## src/rtl/phy_irq_pkg.sv

```systemverilog
package phy_irq_pkg;

    localparam int CAUSE_W = 15;
    localparam int DATA_W  = CAUSE_W + 1;

    localparam int B_SPEED    = 14;
    localparam int B_LINK     = 13;
    localparam int B_DUPLEX   = 12;
    localparam int B_AN_ERR   = 11;
    localparam int B_AN_DONE  = 10;
    localparam int B_SYM_ERR  = 8;
    localparam int B_FAST     = 7;
    localparam int B_FALSECAR = 3;
    localparam int B_DOWNSH   = 2;
    localparam int B_MS_FAULT = 1;
    localparam int B_RX_ERR   = 0;

    localparam logic [CAUSE_W-1:0] RSVD_MASK = 15'h0270;

    typedef enum logic [0:0] {
        RS_IDLE = 1'b0,
        RS_RESP = 1'b1
    } rsp_state_t;

endpackage

```

## src/rtl/irq_cause_gate.sv

```systemverilog
module irq_cause_gate
    import phy_irq_pkg::*;
#(
    parameter int ADV_W = 4
) (
    input  logic               clk,
    input  logic               rst_n,
    input  logic [CAUSE_W-1:0] raw_ev,
    input  logic               an_enable,
    input  logic [ADV_W-1:0]   adv_bits,
    input  logic               carrier_ext,
    output logic [CAUSE_W-1:0] set_ev
);

    logic adv_all;

    always_comb begin
        adv_all = &adv_bits;
        set_ev  = raw_ev & ~RSVD_MASK;
        if (!an_enable) begin
            set_ev[B_SPEED]  = 1'b0;
            set_ev[B_DUPLEX] = 1'b0;
        end
        if (!adv_all) begin
            set_ev[B_DOWNSH] = 1'b0;
        end
        if (carrier_ext) begin
            set_ev[B_RX_ERR] = 1'b0;
        end
    end

    AST_GATE_SPEED_DUPLEX: assert property (@(posedge clk) disable iff (!rst_n)
        !an_enable |-> !set_ev[B_SPEED] && !set_ev[B_DUPLEX]);
    AST_GATE_DOWNSHIFT: assert property (@(posedge clk) disable iff (!rst_n)
        (adv_bits != {ADV_W{1'b1}}) |-> !set_ev[B_DOWNSH]);
    AST_GATE_RXER: assert property (@(posedge clk) disable iff (!rst_n)
        carrier_ext |-> !set_ev[B_RX_ERR]);

endmodule

```

## src/rtl/irq_latch_bank.sv

```systemverilog
module irq_latch_bank
    import phy_irq_pkg::*;
(
    input  logic               clk,
    input  logic               rst_n,
    input  logic [CAUSE_W-1:0] set_ev,
    input  logic               clr,
    output logic [CAUSE_W-1:0] pending
);

    logic [CAUSE_W-1:0] pend_q;

    for (genvar i = 0; i < CAUSE_W; i++) begin : g_bit
        localparam logic KEEP = ~RSVD_MASK[i];
        always_ff @(posedge clk or negedge rst_n) begin
            if (!rst_n) begin
                pend_q[i] <= 1'b0;
            end else begin
                pend_q[i] <= KEEP & (set_ev[i] | (pend_q[i] & ~clr));
            end
        end
    end

    assign pending = pend_q;

    AST_CLEAR_EMPTY: assert property (@(posedge clk) disable iff (!rst_n)
        (clr && set_ev == '0) |=> pending == '0);
    AST_STICKY_HOLD: assert property (@(posedge clk) disable iff (!rst_n)
        !clr |=> ((pending & $past(pending)) == $past(pending)));
    AST_RSVD_LOW: assert property (@(posedge clk) disable iff (!rst_n)
        (pending & RSVD_MASK) == '0);

endmodule

```

## src/rtl/irq_read_seq.sv

```systemverilog
module irq_read_seq
    import phy_irq_pkg::*;
(
    input  logic               clk,
    input  logic               rst_n,
    input  logic               rd_en,
    input  logic               addr_hit,
    input  logic [CAUSE_W-1:0] pending,
    output logic               clr,
    output logic               rd_valid,
    output logic [DATA_W-1:0]  rd_data
);

    rsp_state_t state_q, state_d;
    logic [DATA_W-1:0] data_q;

    always_comb begin
        state_d = state_q;
        unique case (state_q)
            RS_IDLE: if (rd_en) state_d = RS_RESP;
            RS_RESP: state_d = rd_en ? RS_RESP : RS_IDLE;
            default: state_d = RS_IDLE;
        endcase
    end

    always_ff @(posedge clk or negedge rst_n) begin
        if (!rst_n) state_q <= RS_IDLE;
        else        state_q <= state_d;
    end

    always_ff @(posedge clk or negedge rst_n) begin
        if (!rst_n) begin
            data_q <= '0;
        end else if (rd_en) begin
            data_q <= addr_hit ? {|pending, pending} : '0;
        end else begin
            data_q <= '0;
        end
    end

    always_comb begin
        clr      = rd_en & addr_hit;
        rd_valid = (state_q == RS_RESP);
        rd_data  = data_q;
    end

    AST_VALID_FOLLOWS: assert property (@(posedge clk) disable iff (!rst_n)
        rd_en |=> rd_valid);
    AST_VALID_ONLY: assert property (@(posedge clk) disable iff (!rst_n)
        !rd_en |=> !rd_valid);
    AST_SUMMARY: assert property (@(posedge clk) disable iff (!rst_n)
        rd_valid |-> rd_data[DATA_W-1] == (|rd_data[DATA_W-2:0]));

endmodule

```

## src/rtl/phy_irq_status.sv

```systemverilog
module phy_irq_status
    import phy_irq_pkg::*;
#(
    parameter int ADDR_W   = 5,
    parameter int REG_ADDR = 26,
    parameter int ADV_W    = 4
) (
    input  logic              clk,
    input  logic              rst_n,
    input  logic              rd_en,
    input  logic [ADDR_W-1:0] rd_addr,
    output logic              rd_valid,
    output logic [15:0]       rd_data,
    input  logic              ev_speed,
    input  logic              ev_link,
    input  logic              ev_duplex,
    input  logic              ev_an_err,
    input  logic              ev_an_done,
    input  logic              ev_sym_err,
    input  logic              ev_fast_fail,
    input  logic              ev_false_car,
    input  logic              ev_downshift,
    input  logic              ev_ms_fault,
    input  logic              ev_rx_err,
    input  logic              an_enable,
    input  logic [ADV_W-1:0]  adv_bits,
    input  logic              carrier_ext
);

    localparam logic [ADDR_W-1:0] HIT_ADDR = ADDR_W'(REG_ADDR);

    logic [CAUSE_W-1:0] raw_ev;
    logic [CAUSE_W-1:0] set_ev;
    logic [CAUSE_W-1:0] pending;
    logic               clr;
    logic               addr_hit;

    always_comb begin
        raw_ev             = '0;
        raw_ev[B_SPEED]    = ev_speed;
        raw_ev[B_LINK]     = ev_link;
        raw_ev[B_DUPLEX]   = ev_duplex;
        raw_ev[B_AN_ERR]   = ev_an_err;
        raw_ev[B_AN_DONE]  = ev_an_done;
        raw_ev[B_SYM_ERR]  = ev_sym_err;
        raw_ev[B_FAST]     = ev_fast_fail;
        raw_ev[B_FALSECAR] = ev_false_car;
        raw_ev[B_DOWNSH]   = ev_downshift;
        raw_ev[B_MS_FAULT] = ev_ms_fault;
        raw_ev[B_RX_ERR]   = ev_rx_err;
        addr_hit           = (rd_addr == HIT_ADDR);
    end

    irq_cause_gate #(.ADV_W(ADV_W)) u_gate (
        .clk         (clk),
        .rst_n       (rst_n),
        .raw_ev      (raw_ev),
        .an_enable   (an_enable),
        .adv_bits    (adv_bits),
        .carrier_ext (carrier_ext),
        .set_ev      (set_ev)
    );

    irq_latch_bank u_bank (
        .clk     (clk),
        .rst_n   (rst_n),
        .set_ev  (set_ev),
        .clr     (clr),
        .pending (pending)
    );

    irq_read_seq u_seq (
        .clk      (clk),
        .rst_n    (rst_n),
        .rd_en    (rd_en),
        .addr_hit (addr_hit),
        .pending  (pending),
        .clr      (clr),
        .rd_valid (rd_valid),
        .rd_data  (rd_data)
    );

    AST_OTHER_ADDR_KEEPS: assert property (@(posedge clk) disable iff (!rst_n)
        (rd_en && !addr_hit) |=> ((pending & $past(pending)) == $past(pending)));
    AST_OTHER_ADDR_ZERO: assert property (@(posedge clk) disable iff (!rst_n)
        (rd_en && !addr_hit) |=> rd_data == 16'h0000);
    AST_SAME_EDGE_KEPT: assert property (@(posedge clk) disable iff (!rst_n)
        (clr && set_ev[B_LINK]) |=> pending[B_LINK]);

endmodule

```

## config.mk

```make
export PLATFORM = sky130hd
export DESIGN_NAME = phy_irq_status
export DESIGN_NICKNAME = d
export VERILOG_FILES = /design/src/rtl/phy_irq_pkg.sv /design/src/rtl/irq_cause_gate.sv /design/src/rtl/irq_latch_bank.sv /design/src/rtl/irq_read_seq.sv /design/src/rtl/phy_irq_status.sv
export SDC_FILE = /design/constraint.sdc
export NUM_CORES = 1
export LEC_CHECK = 0
export BUFFER_PORTS_ARGS = -buffer_cell sky130_fd_sc_hd__buf_2
export CORE_MARGIN = 8
export CORE_UTILIZATION = 23
export CTS_CLUSTER_SIZE = 8
export DETAILED_ROUTE_END_ITERATION = 16
export PLACE_DENSITY = 0.53
export SLEW_MARGIN = 20
export SYNTH_ARGS = -nofsm -noshare
export SYNTH_HDL_FRONTEND = slang
export SYNTH_SLANG_ARGS = --single-unit
```

## constraint.sdc

```tcl
create_clock -name clk -period 1.2 [get_ports clk]
set_clock_uncertainty 0.05 [all_clocks]
set_input_delay 0.06 -clock clk [delete_from_list [all_inputs] [get_ports clk]]
set_output_delay 0.06 -clock clk [all_outputs]
set_load 0.05 [all_outputs]
```

# --- After elaboration in Yosys (flattened, before gate mapping) ---
# Index checks and enable logic that the tools add are counted.
totals:
  output_inout_bits: 17
  word_cells: 47
  register_bits: 28
  inputBits: 25
op_classes:
  reduce_logical: 2
  mux: 7
  eq_ne: 1
  bitwise_logic: 24
op_table:
  columns: ["cell", "count"]
  rows:
  - ["$mux W16", 2]
  - ["$and A1 B1 Y1", 12]
  - ["$or A1 B1 Y1", 11]
  - ["$reduce_or A11 Y1", 1]
  - ["$eq A5 B5 Y1 const B", 1]
  - ["$mux W1", 5]
  - ["$reduce_and A4 Y1", 1]
  - ["$not A1 Y1", 1]

# --- Logic depth before layout (Yosys ltp) ---
depth:
  word_depth: 5
  depth_mapped: 4
  mapped_depth_nobuf: 3

# --- Cells and area by module ---
# A second synthesis with hierarchy kept.
unflattened:
  cells_unflattened: 91
  hier_area_um2: 1132.3
by_module_without_submodules:
  columns: ["mod", "area_each_um2", "cells_per_inst", "n_inst", "seq_area_each_um2"]
  rows:
  - ["irq_read_seq", 590.6, 41, 1, 425.4]
  - ["irq_latch_bank", 407.9, 29, 1, 275.3]
  - ["irq_cause_gate", 117.6, 18, 1, 0.0]
  - ["phy_irq_status", 16.3, 3, 1, 0.0]

# --- Worst setup path after synthesis ---
# No wires, ideal clock.
synth_path:
  path_type: "flip-flop to flip-flop"
  from: "register u_bank.pend_q[7], in the netlist u_bank.pending[7]"
  to: "register u_seq.data_q[15], in the netlist u_seq.rd_data[15]"
  path_stages_with_launch: 3
  arrival_time_ns: 0.717
  required_ns: 1.014
  path_slack_ns: 0.298
  n_path_buf: 0
  path_cell_list: "dfrtp_1 -> nor4_1 -> a31oi_1"
synth_between:
  elab_chain_len: 3
synth_lines:
  columns: ["item", "line", "source"]
  rows:
  - ["start: declaration", "irq_latch_bank.sv:11", "logic [CAUSE_W-1:0] pend_q;"]
  - ["start signal: indexed assignment", "irq_latch_bank.sv:19", "pend_q[i] <= KEEP & (set_ev[i] | (pend_q[i] & ~clr));"]
  - ["$reduce_or A11 Y1", "irq_read_seq.sv:35", "data_q <= addr_hit ? {|pending, pending} : '0;"]
  - ["$mux W16", "irq_read_seq.sv:35", null]
  - ["$mux W16", "irq_read_seq.sv:34", "end else if (rd_en) begin"]
  - ["end signal: assignment", "irq_read_seq.sv:35", null]
  - ["end: declaration", "irq_read_seq.sv:15", "logic [DATA_W-1:0] data_q;"]
# No other way between the ends.

# --- Worst setup path after layout ---
layout_path:
  from: "register u_bank.pend_q[10], in the netlist u_bank.pending[10]"
  to: "register u_seq.data_q[15], in the netlist u_seq.rd_data[15]"
# Same word-level chain as after synthesis.

==> results.toml <==
[outcome]
status = "completed"

[cells_and_area]
final_cells = 163
n_antenna_cell = 0
synthToLayoutAreaGrowth_pct = 48.5
drive_gt1_share_pct = 36.5
nFillCells = 362
seq_area_um2 = 601
nets = 141
multiInputGateArea_um2 = 231

[floorplan]
die_h_um = 77.8
pin_count = 42
die_w_um = 77.8
core_area_um2 = 3660
die-area_um2 = 6050
start_util_pct = 24.0
row_count = 22

[power_and_ir_drop]
clkPwrFrac_pct = 40.1
p_int_uw = 1350
p_leak_uw = 0.000652
comb_power_share_pct = 10.1
power_uw = 1690
p_sw_uw = 337
power_density_nw_per_um2 = 1300
switching_share_pct = 20.0
sequentialPowerShare_pct = 49.9
peakVddDrop_mv = 0.415

[grt]
antenna_found_initial = 0
gr-total-overflow = 0
grt_max_degree = 25
grtUsageTotal_pct = 6.68
grt_pass1_vias = 700
grt_pass1_wl_mm = 3.32

[worst_hold_path]
hold_start = "carrier_ext"
whs_path_depth = 3
hold_class = "in2reg"

[logic_synthesis]
yosys_warnings = 0
netlist_top_cells_count = "dfrtp_1 (24), and2_1 (11), a21o_1 (7)"
syn_avg_cell_area_um2 = 14.1
yosysMostFrequentCell = "dfrtp_1"
syn_area_um2 = 877
synthCells = 62
synth_area_leaders = "dfrtp_1 (68%), and2_1 (7.8%), a21o_1 (6.0%)"
synth_top_area_share_pct = 68.5
async_reset_ff_share_pct = 100
synth_edf_count = 0
synth_seq_area_share_pct = 68.5
ys_ff_latch = 24
synthFlopType = "dfrtp_1"
synth_cell_types = 15
yosysTopAreaCell = "dfrtp_1"

[drt]
route.antenna.remaining_nets = 0
wl_per_cell_um = 12.0
num_vias = 650
dr.pass1.iters = 4
drt_iter0_drc = 14
vias_per_cell = 3.99
drc = 0
wirelength_mm = 1.96

[timing]
finalSetupViolCount = 0
drv_slew = 0
finalCritPeriodShare_pct = 82.9
slew_headroom_pct = 65.7
worst_pin_slew_ns = 0.514
setup_tns_ns = 0
period_minus_slack_ns = 0.995
timing.fmax_mhz = 1010
rsz0062_at_grt = "no"
final_hold_viol_count = 0

[setup_path]
regToRegSetupSlack_ns = 0.21
cp_data_required_time_ns = 1.28
crit_path_start = "u_bank.pending[10]"
slowest_stage = "dfrtp_1"
r2r_start = "u_bank.pending[10]"
setup.worst_path.end_class = "register"
crit_path_start_kind = "register"
crit_end = "u_seq.rd_data[15]"
crit_chain = "nor4_1, a31oi_1"
worst_path_largest_cell_delay_ns = 0.41
crit_type = "reg2reg"
r2r-end = "u_seq.rd_data[15]"
cp_data_arrival_time_ns = 1.07
cp_max_fo = 3
ff2ff_path_depth = 2

[placed_design]
place_inst = 144
gp_congestion = 0.764
numPortBuffers = 37

[clock_tree]
cts_max_path_buffers = 2
clk_latency_ns = 0.26
cts.sinks = 24
clk_pin_slew_ns = 0.08
cts_root_buf = "clkbuf_8"
cts-buffers-inserted = 3
post-cts-setup-buffer-count = 0
htreeDepth = 1
cts_tree = "done"

[run]
drv_cap = 0
area by class of cell:
| type | count | area share (%) |
|---|---|---|
| Timing Repair Buffer | 52 | 25.7 |
| Clock buffer | 3 | 3.17 |
| Sequential cell | 24 | 46.1 |
| Clock inverter | 1 | 2.31 |
| Multi-Input combinational cell | 34 | 17.8 |
| Inverter | 1 | 0.288 |
| Tap cell | 48 | 4.61 |
stage by stage:
| step | setup WS, ns | util, % | hold WS [ns] | cell area (µm²) |
|---|---|---|---|---|
| 3_5_place_dp | 0.0722 | 29.5 | 0.00687 | 1080 |
| 2_1_floorplan | 0.298 | - | -0.286 | 888 |
| 3_3_place_gp | 0.107 | 29.5 | -0.00107 | 1080 |
| 5_1_grt | 0.171 | 35.6 | 0.0610 | 1300 |
| 6_report | 0.205 | 35.6 | 0.0485 | 1300 |
| 4_1_cts | 0.191 | 35.0 | 0.00236 | 1280 |
worst min-delay path by stage:
stage / endpoint / slack [ns]
floorplan: u_bank.pending[0] / -0.29
global placement: u_seq.rd_valid / -0.001
detailed placement: u_seq.rd_valid / 0.007
CTS: u_bank.pending[2] / 0.002
global route: u_bank.pending[0] / 0.06
finish: u_bank.pending[0] / 0.05
what timing repair did:
item                                   4_1_cts  5_1_grt
hold buffers                                13        2
endpoints found under the hold margin       35        1
gates resized for setup                      0        0
cells in the final DEF, fill, tap and decap left out:
| cell type | netlist | layout |
|---|---|---|
| a21o_1 | 7 | 7 |
| bufinv_16 | 0 | 1 |
| a32o_1 | 1 | 1 |
| a31oi_1 | 1 | 1 |
| dlygate4sd3_1 | 0 | 15 |
| inv_1 | 1 | 1 |
| and2_1 | 11 | 11 |
| conb_1 | 1 | 4 |
| dfrtp_1 | 24 | 24 |
| a22o_1 | 3 | 3 |
| and4bb_1 | 1 | 1 |
| nor3_1 | 1 | 1 |
| and3_1 | 2 | 2 |
| buf_2 | 0 | 37 |
| nor4_1 | 2 | 2 |
| clkbuf_8 | 0 | 3 |
| nand3_2 | 1 | 1 |
state kept, by name (all words and copies together) (netlist names):
name,count
u_seq.rd_data,12
u_bank.pending,11
u_seq.rd_valid,1
logic make-up (layout without fill, tap and decap cells):
family / Yosys count / after routing / share of synthesized area (%)
other: 1 / 4 / 0.428
AND/OR/NAND/NOR: 18 / 18 / 13.8
flip-flops: 24 / 24 / 68.5
buffers and inverters: 7 / 57 / 6.42
AO/OA/AOI/OAI: 12 / 12 / 10.8
power by group through the flow:
stage                     registers (µW)  logic, µW  clock network (µW)
after global placement               857        130                   0
after CTS                            842        166                 700
after detailed placement             858        133                   0
after floorplan                      874       59.3                   0
after global routing                 845        182                 732
final                                842        170                 677
critical path: cells and delay by family, from the launching register on:
kind | cells | cell delay, ns
and+or+nand+nor | 1 | 0.28
DFF | 1 | 0.41
AOI/OAI and AO/OA | 1 | 0.13
per-layer routing:
| layer | up-vias | routed length (µm) | track usage (%) | part of all wire (%) |
|---|---|---|---|---|
| met2 | 32 | 888 | 9.52 | 45 |
| li1 | 312 | - | - | - |
| met4 | 0 | 68 | 5.28 | 3.5 |
| met1 | 300 | 853 | 7.92 | 44 |
| met3 | 6 | 145 | 2.42 | 7.4 |
| met5 | - | 0 | 0 | 0 |
Note: power is estimated with default switching activity, not from simulation.
